--- src/rtl/aoc_regbank_pkg.sv ---
package aoc_regbank_pkg;
  localparam int ADDR_W = 5;
  localparam int DATA_W = 16;
  localparam int DIO_W  = 8;
  localparam int CTLB_W = 7;
  localparam int CH_W   = 4;
  localparam int DAC_W  = 12;
  localparam int NFLAG  = 3;

  localparam logic [ADDR_W-1:0] OFS_DIO    = 5'h00;
  localparam logic [ADDR_W-1:0] OFS_G2_I1  = 5'h02;
  localparam logic [ADDR_W-1:0] OFS_CTLB   = 5'h04;
  localparam logic [ADDR_W-1:0] OFS_SYNC_D = 5'h06;
  localparam logic [ADDR_W-1:0] OFS_SYNC_S = 5'h07;
  localparam logic [ADDR_W-1:0] OFS_CTLA   = 5'h0a;
  localparam logic [ADDR_W-1:0] OFS_DATA   = 5'h0c;

  localparam int BIT_GRP2    = 7;
  localparam int BIT_TC_EN   = 11;
  localparam int BIT_CNT1_EN = 12;
  localparam int BIT_CNT2_EN = 13;
  localparam int BIT_EXT1_EN = 14;
  localparam int BIT_EXT2_EN = 15;
  localparam int BIT_OE_LO   = 2;
  localparam int BIT_OE_HI   = 3;

  localparam int FLG_TC = 0;
  localparam int FLG_I1 = 1;
  localparam int FLG_I2 = 2;

  typedef struct packed {
    logic             ld_dio;
    logic             ld_ctlb;
    logic             ld_ctla;
    logic             ld_sdat;
    logic             stb_sync;
    logic             wr_dac;
    logic             wr_fifo;
    logic [NFLAG-1:0] clr;
    logic [CH_W-1:0]  ch;
    logic             rd_dio;
    logic             rd_stat;
    logic             rd_fclr;
  } dec_t;
endpackage

--- src/rtl/aoc_addr_decode.sv ---
module aoc_addr_decode
  import aoc_regbank_pkg::*;
#(
  parameter int NUM_CH = 6
) (
  input  logic [ADDR_W-1:0] addr,
  input  logic              wr,
  input  logic              rd,
  input  logic              grp2,
  output dec_t              dec
);
  localparam logic [CH_W-1:0] CH_LIMIT = CH_W'(NUM_CH);

  logic [ADDR_W-1:0] rel;
  logic [CH_W-1:0]   ch_idx;
  logic              ch_ok;

  always_comb begin
    rel    = addr - OFS_DATA;
    ch_idx = CH_W'(rel >> 1);
    ch_ok  = (addr >= OFS_DATA) && !addr[0] && (ch_idx < CH_LIMIT);
  end

  always_comb begin
    dec    = '0;
    dec.ch = ch_idx;
    if (wr) begin
      if (addr == OFS_CTLA) dec.ld_ctla = 1'b1;
      if (grp2) begin
        case (addr)
          OFS_DIO:    dec.clr[FLG_TC] = 1'b1;
          OFS_G2_I1:  dec.clr[FLG_I1] = 1'b1;
          OFS_CTLB:   dec.clr[FLG_I2] = 1'b1;
          OFS_SYNC_D: dec.ld_sdat     = 1'b1;
          OFS_SYNC_S: dec.stb_sync    = 1'b1;
          default:    ;
        endcase
      end else begin
        if (addr == OFS_DIO)  dec.ld_dio  = 1'b1;
        if (addr == OFS_CTLB) dec.ld_ctlb = 1'b1;
      end
      if (ch_ok) begin
        if (ch_idx == '0 && !grp2) dec.wr_fifo = 1'b1;
        else                       dec.wr_dac  = 1'b1;
      end
    end
    if (rd) begin
      dec.rd_dio  = (addr == OFS_DIO);
      dec.rd_stat = (addr == OFS_CTLA);
      dec.rd_fclr = (addr == OFS_DATA);
    end
  end
endmodule

--- src/rtl/aoc_irq_flags.sv ---
module aoc_irq_flags #(
  parameter int N = 3
) (
  input  logic         clk,
  input  logic         rst,
  input  logic [N-1:0] set_evt,
  input  logic [N-1:0] clr,
  output logic [N-1:0] flag
);
  for (genvar g = 0; g < N; g++) begin : g_flag
    always_ff @(posedge clk) begin
      if (rst)             flag[g] <= 1'b0;
      else if (set_evt[g]) flag[g] <= 1'b1;
      else if (clr[g])     flag[g] <= 1'b0;
    end

    AST_FLAG_STICKY: assert property (@(posedge clk) disable iff (rst)
      (flag[g] && !clr[g]) |=> flag[g]);
    AST_FLAG_NOSET: assert property (@(posedge clk) disable iff (rst)
      (!flag[g] && !set_evt[g]) |=> !flag[g]);
    AST_FLAG_CLEAR: assert property (@(posedge clk) disable iff (rst)
      (clr[g] && !set_evt[g]) |=> !flag[g]);
  end
endmodule

--- src/rtl/aoc_dio_port.sv ---
module aoc_dio_port #(
  parameter int W = 8
) (
  input  logic         clk,
  input  logic         rst,
  input  logic         ld,
  input  logic [W-1:0] wdata,
  input  logic         oe_lo,
  input  logic         oe_hi,
  output logic [W-1:0] dio_out,
  output logic [W-1:0] dio_oe
);
  localparam int HALF = W / 2;

  always_ff @(posedge clk) begin
    if (rst)     dio_out <= '0;
    else if (ld) dio_out <= wdata;
  end

  for (genvar g = 0; g < 2; g++) begin : g_nib
    assign dio_oe[g*HALF +: HALF] = {HALF{(g == 0) ? oe_lo : oe_hi}};
  end

  AST_OE_NIBBLE: assert property (@(posedge clk) disable iff (rst)
    ($countones(dio_oe[HALF-1:0]) == 0) || ($countones(dio_oe[HALF-1:0]) == HALF));
endmodule

--- src/rtl/aoc_regbank.sv ---
module aoc_regbank
  import aoc_regbank_pkg::*;
#(
  parameter int NUM_CH = 6
) (
  input  logic              clk,
  input  logic              rst,
  input  logic [ADDR_W-1:0] bus_addr,
  input  logic              bus_wr,
  input  logic              bus_rd,
  input  logic [DATA_W-1:0] bus_wdata,
  output logic [DATA_W-1:0] bus_rdata,
  input  logic [DIO_W-1:0]  dio_pin_in,
  output logic [DIO_W-1:0]  dio_out,
  output logic [DIO_W-1:0]  dio_oe,
  input  logic              fifo_half,
  input  logic              fifo_empty,
  input  logic              fifo_full,
  input  logic              cal_sdo,
  input  logic              ext_evt1,
  input  logic              ext_evt2,
  input  logic              cnt_evt1,
  input  logic              cnt_evt2,
  input  logic              tc_evt,
  output logic [DATA_W-1:0] ctl_a_q,
  output logic [CTLB_W-1:0] ctl_b_q,
  output logic [NFLAG-1:0]  flag_q,
  output logic              dac_wr,
  output logic [CH_W-1:0]   dac_chan,
  output logic [DAC_W-1:0]  dac_data,
  output logic              fifo_wr,
  output logic              fifo_clr,
  output logic              sync_sdata,
  output logic              sync_strobe
);
  dec_t             dec;
  logic [NFLAG-1:0] set_evt;
  logic [DATA_W-1:0] status_w;

  aoc_addr_decode #(.NUM_CH(NUM_CH)) u_dec (
    .addr (bus_addr),
    .wr   (bus_wr),
    .rd   (bus_rd),
    .grp2 (ctl_a_q[BIT_GRP2]),
    .dec  (dec)
  );

  always_comb begin
    set_evt         = '0;
    set_evt[FLG_TC] = tc_evt & ctl_a_q[BIT_TC_EN];
    set_evt[FLG_I1] = (ext_evt1 & ctl_a_q[BIT_EXT1_EN]) | (cnt_evt1 & ctl_a_q[BIT_CNT1_EN]);
    set_evt[FLG_I2] = (ext_evt2 & ctl_a_q[BIT_EXT2_EN]) | (cnt_evt2 & ctl_a_q[BIT_CNT2_EN]);
  end

  aoc_irq_flags #(.N(NFLAG)) u_flags (
    .clk     (clk),
    .rst     (rst),
    .set_evt (set_evt),
    .clr     (dec.clr),
    .flag    (flag_q)
  );

  aoc_dio_port #(.W(DIO_W)) u_dio (
    .clk     (clk),
    .rst     (rst),
    .ld      (dec.ld_dio),
    .wdata   (bus_wdata[DIO_W-1:0]),
    .oe_lo   (ctl_b_q[BIT_OE_LO]),
    .oe_hi   (ctl_b_q[BIT_OE_HI]),
    .dio_out (dio_out),
    .dio_oe  (dio_oe)
  );

  always_comb begin
    status_w    = '0;
    status_w[6] = fifo_half;
    status_w[5] = fifo_empty;
    status_w[4] = fifo_full;
    status_w[3] = flag_q[FLG_I2];
    status_w[2] = flag_q[FLG_I1];
    status_w[1] = flag_q[FLG_TC];
    status_w[0] = cal_sdo;
  end

  always_ff @(posedge clk) begin
    if (rst) begin
      ctl_a_q     <= '0;
      ctl_b_q     <= '0;
      sync_sdata  <= 1'b0;
      sync_strobe <= 1'b0;
      dac_wr      <= 1'b0;
      fifo_wr     <= 1'b0;
      fifo_clr    <= 1'b0;
      dac_chan    <= '0;
      dac_data    <= '0;
      bus_rdata   <= '0;
    end else begin
      if (dec.ld_ctla) ctl_a_q <= bus_wdata;
      if (dec.ld_ctlb) ctl_b_q <= bus_wdata[CTLB_W-1:0];
      if (dec.ld_sdat) sync_sdata <= bus_wdata[0];
      sync_strobe <= dec.stb_sync;
      dac_wr      <= dec.wr_dac;
      fifo_wr     <= dec.wr_fifo;
      fifo_clr    <= dec.rd_fclr;
      if (dec.wr_dac || dec.wr_fifo) begin
        dac_chan <= dec.ch;
        dac_data <= bus_wdata[DAC_W-1:0];
      end
      if (dec.rd_stat)     bus_rdata <= status_w;
      else if (dec.rd_dio) bus_rdata <= DATA_W'(dio_pin_in);
      else if (bus_rd)     bus_rdata <= '0;
    end
  end

  AST_RESET_CLEARS: assert property (@(posedge clk)
    rst |=> (ctl_a_q == '0 && ctl_b_q == '0 && !dac_wr && !fifo_wr));
  AST_CTLA_LOAD: assert property (@(posedge clk) disable iff (rst)
    (bus_wr && bus_addr == OFS_CTLA) |=> (ctl_a_q == $past(bus_wdata)));
  AST_STROBE_EXCL: assert property (@(posedge clk) disable iff (rst)
    !(dac_wr && fifo_wr));
  AST_FIFO_CLR_PULSE: assert property (@(posedge clk) disable iff (rst)
    (bus_rd && bus_addr == OFS_DATA) |=> fifo_clr);
  AST_CHAN_RANGE: assert property (@(posedge clk) disable iff (rst)
    dac_wr |-> (dac_chan < CH_W'(NUM_CH)));
  AST_G2_KEEPS_DIO: assert property (@(posedge clk) disable iff (rst)
    (bus_wr && ctl_a_q[BIT_GRP2] && bus_addr == OFS_DIO) |=> $stable(dio_out));
endmodule

--- config.mk ---
export PLATFORM = sky130hd
export DESIGN_NAME = aoc_regbank
export DESIGN_NICKNAME = d
export VERILOG_FILES = /design/src/rtl/aoc_regbank_pkg.sv /design/src/rtl/aoc_addr_decode.sv /design/src/rtl/aoc_irq_flags.sv /design/src/rtl/aoc_dio_port.sv /design/src/rtl/aoc_regbank.sv
export SDC_FILE = /design/constraint.sdc
export NUM_CORES = 1
export LEC_CHECK = 0
export ABC_AREA = 1
export ABC_CLOCK_PERIOD_IN_PS = 1850
export BUFFER_PORTS_ARGS = -buffer_cell sky130_fd_sc_hd__buf_4
export CAP_MARGIN = 20
export CELL_PAD_IN_SITES_DETAIL_PLACEMENT = 2
export CELL_PAD_IN_SITES_GLOBAL_PLACEMENT = 2
export CORE_AREA = 2 2 108 110
export CTS_CLUSTER_DIAMETER = 50
export DETAILED_ROUTE_END_ITERATION = 12
export DIE_AREA = 0 0 110 112
export GPL_ROUTABILITY_DRIVEN = 0
export GPL_TIMING_DRIVEN = 0
export PLACE_DENSITY = 0.87
export SLEW_MARGIN = 10
export SYNTH_ARGS = -nofsm -noshare
export SYNTH_HDL_FRONTEND = slang
export SYNTH_SLANG_ARGS = --single-unit
--- constraint.sdc ---
create_clock -name clk -period 1.85 [get_ports clk]
set_input_delay 0.185 -clock clk [delete_from_list [all_inputs] [get_ports clk]]
set_output_delay 0.185 -clock clk [all_outputs]
set_load 0.03 [all_outputs]
== After elaboration in Yosys (flattened, before gate mapping) ==
Index checks and enable logic that the tools add are counted.
W data, S select, Z words.
Storage, ports and cells
  word-level logic and storage cells: 73
  output and inout bits: 79
  register bits after elaboration: 63
  input port bits: 42
Operators by class
  add/subtract/negate cells: 1
  eq/ne operators: 6
  bitwise operators: 10
  multiplexer cells: 23
  reductions and logical operators: 16
  order comparisons: 2
Operators by type and width (number)
  $mux W8: 2
  $eq A5 B3 Y1 const B: 3
  $mux W1: 14
  $eq A5 B4 Y1 const B: 2
  $mux W10: 1
  $reduce_bool A2 Y1: 4
  $mux W7: 1
  $mux W2: 3
  $mux W3: 2
  $and A1 B1 Y1: 5
  $eq A5 B2 Y1 const B: 1
  $ge A5 B4 Y1 const B: 1
  $logic_not A5 Y1: 1
  $sub A5 B4 Y5 const B: 1
  $logic_not A4 Y1: 1
  $lt A4 B3 Y1 const B: 1
  $reduce_or A2 Y1: 2
  $logic_and A1 B1 Y1: 3
  $not A1 Y1: 3
  $reduce_bool A3 Y1: 1
  $reduce_or A3 Y1: 1
  $logic_not A1 Y1: 2
  $or A1 B1 Y1: 2
  $logic_or A1 B1 Y1: 1

== Longest topological paths before layout ==
  depth in word-level cells: 8
  depth in mapped cells: 10
  gate-level depth less buffers: 9

== Hierarchy ==
Synthesis repeated with hierarchy kept, for this count alone.
Second synthesis, totals
  cell total of the unflattened synthesis: 386
  area total of the unflattened synthesis: 2792.7 µm²
By module, submodules not included
  aoc_regbank: area each 2016.9 µm², seq. area each 1041.0 µm², instances 1, cells each 261
  aoc_dio_port: area each 401.6 µm², seq. area each 160.2 µm², instances 1, cells each 59
  aoc_addr_decode: area each 265.3 µm², seq. area each 0.0 µm², instances 1, cells each 51
  aoc_irq_flags: area each 108.9 µm², seq. area each 60.1 µm², instances 1, cells each 15

== Worst setup path before layout ==
Ideal clock, no wire load.
  kind: input port to flip-flop
  from: in bus_addr[2]
  to: reg dac_chan[0]
  cell stages on the path: 10
  buffers on the path: 1
  required time: 1.786 ns
  library setup time: 0.064 ns
  data arrival time: 1.222 ns
  slack: 0.564 ns
  cell sequence: inv_1 ha_1 inv_1 nor2_1 nor2_4 nand3_4 buf_6 nand2_1 inv_1 nor2_1
RTL lines
  start, declared: RTL line aoc_regbank.sv:8  | input logic [ADDR_W-1:0] bus_addr,
  end signal, assigned: RTL line aoc_regbank.sv:106  | dac_chan <= dec.ch;
  end, declared: RTL line aoc_regbank.sv:29  | output logic [CH_W-1:0] dac_chan,

== Final worst setup path ==
  from: reg ctl_a_q[7]
  to: reg u_dio.dio_out[4]
On the way
  word-level cells in the longest chain between the ends: 2
RTL lines
  start, declared: RTL line aoc_regbank.sv:25  | output logic [DATA_W-1:0] ctl_a_q,
  start signal, assigned: RTL line aoc_regbank.sv:98  | if (dec.ld_ctla) ctl_a_q <= bus_wdata;
  $mux W2: RTL line aoc_addr_decode.sv:29  | if (grp2) begin
  $mux W10: RTL line aoc_addr_decode.sv:27  | if (wr) begin
  end signal, assigned: RTL line aoc_dio_port.sv:17  | else if (ld) dio_out <= wdata;
  end, declared: RTL line aoc_dio_port.sv:10  | output logic [W-1:0] dio_out,
No other way between the ends.
A chain may end at the register's enable or synchronous reset.

==> report_table.html <==
<table>
<tr><th>Metric</th><th>Value</th></tr>
<tr><th colspan="2">Global routing</th></tr>
<tr><td>Global-route wire length before repair</td><td>18,400 um</td></tr>
<tr><td>Antenna violations before repair</td><td>0</td></tr>
<tr><td>Pin count of the biggest net entering global routing</td><td>11</td></tr>
<tr><td>GR Util All Layers</td><td>19.4%</td></tr>
<tr><td>Total overflow reported by the global router</td><td>0</td></tr>
<tr><td>Number of global-route vias before repair</td><td>3,545</td></tr>
<tr><th colspan="2">Power and ir drop</th></tr>
<tr><td>Sequential fraction of design power</td><td>41.4%</td></tr>
<tr><td>Worst-case vdd ir drop</td><td>0.421 mV</td></tr>
<tr><td>Leakage dissipation</td><td>2.07 nW</td></tr>
<tr><td>Sw Ratio</td><td>26.7%</td></tr>
<tr><td>Share of total power in combinational logic</td><td>13.6%</td></tr>
<tr><td>Cell internal power dissipation</td><td>2.48 mW</td></tr>
<tr><td>Clock share of power</td><td>44.9%</td></tr>
<tr><td>Power density over cell area</td><td>797 mW/mm^2</td></tr>
<tr><td>Sw power</td><td>0.905 mW</td></tr>
<tr><th colspan="2">Placement</th></tr>
<tr><td># port buffers</td><td>111</td></tr>
<tr><td>Detailed placement HPWL</td><td>8530 um</td></tr>
<tr><th colspan="2">Setup path</th></tr>
<tr><td>Endpoint of the lowest-slack register-to-register path</td><td>u_dio.dio_out[4]</td></tr>
<tr><td>Critical Path End</td><td>u_dio.dio_out[4]</td></tr>
<tr><td>Worst setup path start</td><td>ctl_a_q[7]</td></tr>
<tr><td>Depth of the critical timing path with buffers and inverters included</td><td>6</td></tr>
<tr><td>Combined buffer and inverter count along the critical path</td><td>2</td></tr>
<tr><td>Worst-case register-to-register setup slack</td><td>0.37 ns</td></tr>
<tr><td>Max FO, Critical Path</td><td>9</td></tr>
<tr><td>Reg2Reg Depth</td><td>6</td></tr>
<tr><td>Data required time of the worst path</td><td>2.09 ns</td></tr>
<tr><td>Type of the worst setup path</td><td>reg2reg</td></tr>
<tr><td>List of cells traversed by the critical path</td><td>inv_1 -&gt; nand2_1 -&gt; clkinv_1 -&gt; nand2_2 -&gt; nand2_1 -&gt; a21oi_1</td></tr>
<tr><td>Arrival time of data at the critical path endpoint</td><td>1.72 ns</td></tr>
<tr><td>Worst stage delay on the critical path</td><td>0.39 ns</td></tr>
<tr><td>Endpoint class of the critical path</td><td>register</td></tr>
<tr><td>Most common cell type on the critical path</td><td>nand2_1</td></tr>
<tr><td>Element type at the critical path start</td><td>register</td></tr>
<tr><td>Slowest CP cell</td><td>dfxtp_1</td></tr>
<tr><td>Reg2reg start</td><td>ctl_a_q[7]</td></tr>
<tr><td>Family with the most delay on the worst path</td><td>simple AND/OR/NAND/NOR gates</td></tr>
<tr><th colspan="2">Min path</th></tr>
<tr><td>Type of the tightest min-delay check</td><td>in2reg</td></tr>
<tr><th colspan="2">Synthesis</th></tr>
<tr><td>Cell area after technology mapping</td><td>0.00294 mm^2</td></tr>
<tr><td>Library cell with the largest summed area after synthesis</td><td>dfxtp_1</td></tr>
<tr><td>Post-synth cell types</td><td>23</td></tr>
<tr><td>Portion of synthesized cell area occupied by the leading cell type</td><td>42.8%</td></tr>
<tr><td>Sequential share of the synthesized area</td><td>42.8%</td></tr>
<tr><td>Synthesized instance count</td><td>425</td></tr>
<tr><td>Warning count from the yosys run</td><td>0</td></tr>
<tr><td>FF+latch count, synth</td><td>63</td></tr>
<tr><td>Cells taking the most area after synthesis</td><td>dfxtp_1, nand2_1, inv_1, nor2_1, buf_4</td></tr>
<tr><td>Average footprint of a synthesized cell</td><td>6.93 um^2</td></tr>
<tr><th colspan="2">Routing</th></tr>
<tr><td>WL/cell</td><td>16.5 um</td></tr>
<tr><td>Antenna Nets Post-Route</td><td>0</td></tr>
<tr><td>Number of iterations in the first detailed-routing pass</td><td>4</td></tr>
<tr><td>Sum of routed wire length over all layers</td><td>11,600 um</td></tr>
<tr><td>Vias after detailed routing</td><td>3,189</td></tr>
<tr><td>Via count normalized by instance count</td><td>4.55</td></tr>
<tr><td>Post-detailed-route DRC marker count</td><td>0</td></tr>
<tr><td>Initial detailed-routing violation count</td><td>77</td></tr>
<tr><th colspan="2">Clocking</th></tr>
<tr><td>Buffers inserted by post-CTS timing repair</td><td>0</td></tr>
<tr><td>Total clock buffers created by CTS</td><td>9</td></tr>
<tr><td>Number of clock sinks</td><td>63</td></tr>
<tr><td># H-tree levels</td><td>3</td></tr>
<tr><td>Clock tree from TritonCTS</td><td>done</td></tr>
<tr><td>Number of buffers on the longest clock path</td><td>2</td></tr>
<tr><td>Root Buffer Master</td><td>clkbuf_16</td></tr>
<tr><td>Post-cts hold buffer count</td><td>0</td></tr>
<tr><td>Cells resized by post-CTS repair</td><td>0</td></tr>
<tr><td>Clock Pin Slew Worst Setup and Hold Paths</td><td>0.05 ns</td></tr>
<tr><td>Clock Latency Late Sink</td><td>0.32 ns</td></tr>
<tr><th colspan="2">STA</th></tr>
<tr><td>Fmax</td><td>675 MHz</td></tr>
<tr><td>Hold Vio Cnt, Final</td><td>0</td></tr>
<tr><td>Min cycle time layout</td><td>1.48 ns</td></tr>
<tr><td>Final Cycle Share</td><td>80.1%</td></tr>
<tr><td>Maximum clock skew at final layout</td><td>0.00404 ns</td></tr>
<tr><td>Setup_tns</td><td>0 ns</td></tr>
<tr><td>Slew at the pin with the worst max-slew slack</td><td>0.708 ns</td></tr>
<tr><td>Worst hold margin</td><td>0.131 ns</td></tr>
<tr><td>Setup repair after global routing missed its margin</td><td>no</td></tr>
<tr><td>Worst rel slew slack</td><td>52.8%</td></tr>
<tr><td>Setup Viol. Count Final</td><td>0</td></tr>
<tr><td>Final Max Tran Viols</td><td>0</td></tr>
<tr><th colspan="2">Die</th></tr>
<tr><td>Floorplan die area</td><td>0.0123 mm^2</td></tr>
<tr><td>X dimension of the die</td><td>110 um</td></tr>
<tr><td>Boundary Pins</td><td>121</td></tr>
<tr><td>Floorplan Core Area</td><td>0.0112 mm^2</td></tr>
<tr><td>Effective utilization at floorplan</td><td>26.3%</td></tr>
<tr><td>Site Rows</td><td>39</td></tr>
<tr><td>Height of the die</td><td>112 um</td></tr>
<tr><th colspan="2">Cells and area</th></tr>
<tr><td>Antenna diodes</td><td>0</td></tr>
<tr><td>Layout overhead on the synthesized area</td><td>44.3%</td></tr>
<tr><td>Fraction of layout instances using a drive strength above 1</td><td>29.6%</td></tr>
<tr><td>Final nets</td><td>600</td></tr>
<tr><th colspan="2">Job</th></tr>
<tr><td># Max-Cap Violations</td><td>0</td></tr>
<tr><th colspan="2">Status</th></tr>
<tr><td>Status</td><td>completed</td></tr>
</table>
-- cell families (layout without fill, tap and decap cells) --
logic type,Yosys count,in the layout,synth area share (%)
AND/OR/NAND/NOR,210,210,31.2
other,1,8,0.127
AO/OA/AOI/OAI,45,45,7.65
buffers and inverters,102,228,16.4
adder cells (fa/ha/maj),4,4,1.70
flip-flops,63,63,42.8
-- stage by stage --
stage	cells	instance area [um^2]	total power [mW]	setup WS, ns	utilization [%]
6_report	701	4250	3.38	0.368	38.0
5_1_grt	701	4250	3.54	0.226	38.0
4_1_cts	701	4250	3.42	0.369	38.0
3_5_place_dp	686	3980	1.89	0.163	35.6
3_3_place_gp	686	3980	1.87	0.253	35.6
2_1_floorplan	432	2970	1.68	0.564	-
-- tightest hold or removal path, delay by kind of cell --
family          cells  cell delay [ns]
compound gates      1             0.06
simple gates        1             0.05
buf+inv             1             0.11
-- cell usage after synthesis --
cell,n
ha_1,4
nor3_2,1
conb_1,1
nand4_1,17
nand2_2,5
dfxtp_1,63
clkbuf_1,8
nor2_4,2
inv_2,2
buf_6,2
nor4_1,1
buf_2,6
clkinv_1,1
nor2_1,61
inv_1,62
o21ai_0,16
buf_4,21
nand3_4,1
and2_1,1
nor3_1,1
nand3_1,28
a21oi_1,29
nand2_1,92
-- area by class of cell --
cell class              instances  area, um^2
fillers                      1320        6930
clock buffers                  11         243
inverters                      65         244
clock inverters                 4        22.5
repair buffers                111         833
well taps                     143         179
multi-input cells             267        1220
plain buffers                  37         240
flip-flops and latches         63        1260
-- how the worst min path moves through the flow --
stage,end,depth (start not counted),from,slack (ns)
3_5_place_dp,dac_chan[3],2,dac_chan[3],0.45
2_1_floorplan,u_flags.flag[0],2,tc_evt,0.33
4_1_cts,u_flags.flag[0],3,tc_evt,0.13
5_1_grt,u_flags.flag[0],3,tc_evt,0.15
3_3_place_gp,dac_chan[3],2,dac_chan[3],0.45
6_report,u_flags.flag[0],3,tc_evt,0.13
-- sequential cells by signal, indices dropped and copies added (netlist names) --
name           flops
bus_rdata          8
dac_data          12
dac_wr             1
sync_sdata         1
u_flags.flag       3
ctl_a_q           16
ctl_b_q            7
sync_strobe        1
fifo_clr           1
u_dio.dio_out      8
dac_chan           4
fifo_wr            1
-- metal layers --
layer | GRT usage [%] | part of all wire [%] | vias up
met2 | 33.7 | 50 | 101
li1 | - | - | 1545
met1 | 22.5 | 41 | 1521
met5 | 0 | 0 | -
met3 | 6.21 | 6.7 | 22
met4 | 5.91 | 2.3 | 0
-- power by group through the flow --
stage	logic [mW]	clock network, mW	registers [mW]
6_report	0.461	1.52	1.40
5_1_grt	0.505	1.63	1.40
4_1_cts	0.465	1.56	1.40
3_5_place_dp	0.454	0	1.43
3_3_place_gp	0.439	0	1.43
2_1_floorplan	0.203	0	1.48
-- cell usage in the layout (no fill, tap or decap), drive strengths merged --
cell,synthesis,routed
dfxtp,63,63
clkinv,1,4
a21oi,29,29
clkbuf,8,19
ha,4,4
and2,1,1
nor4,1,1
nand2,97,97
buf,29,140
nand4,17,17
nor3,2,2
nand3,29,29
o21ai,16,16
nor2,63,63
clkinvlp,0,1
inv,64,64
conb,1,8
(Power assumes the default switching activity.)
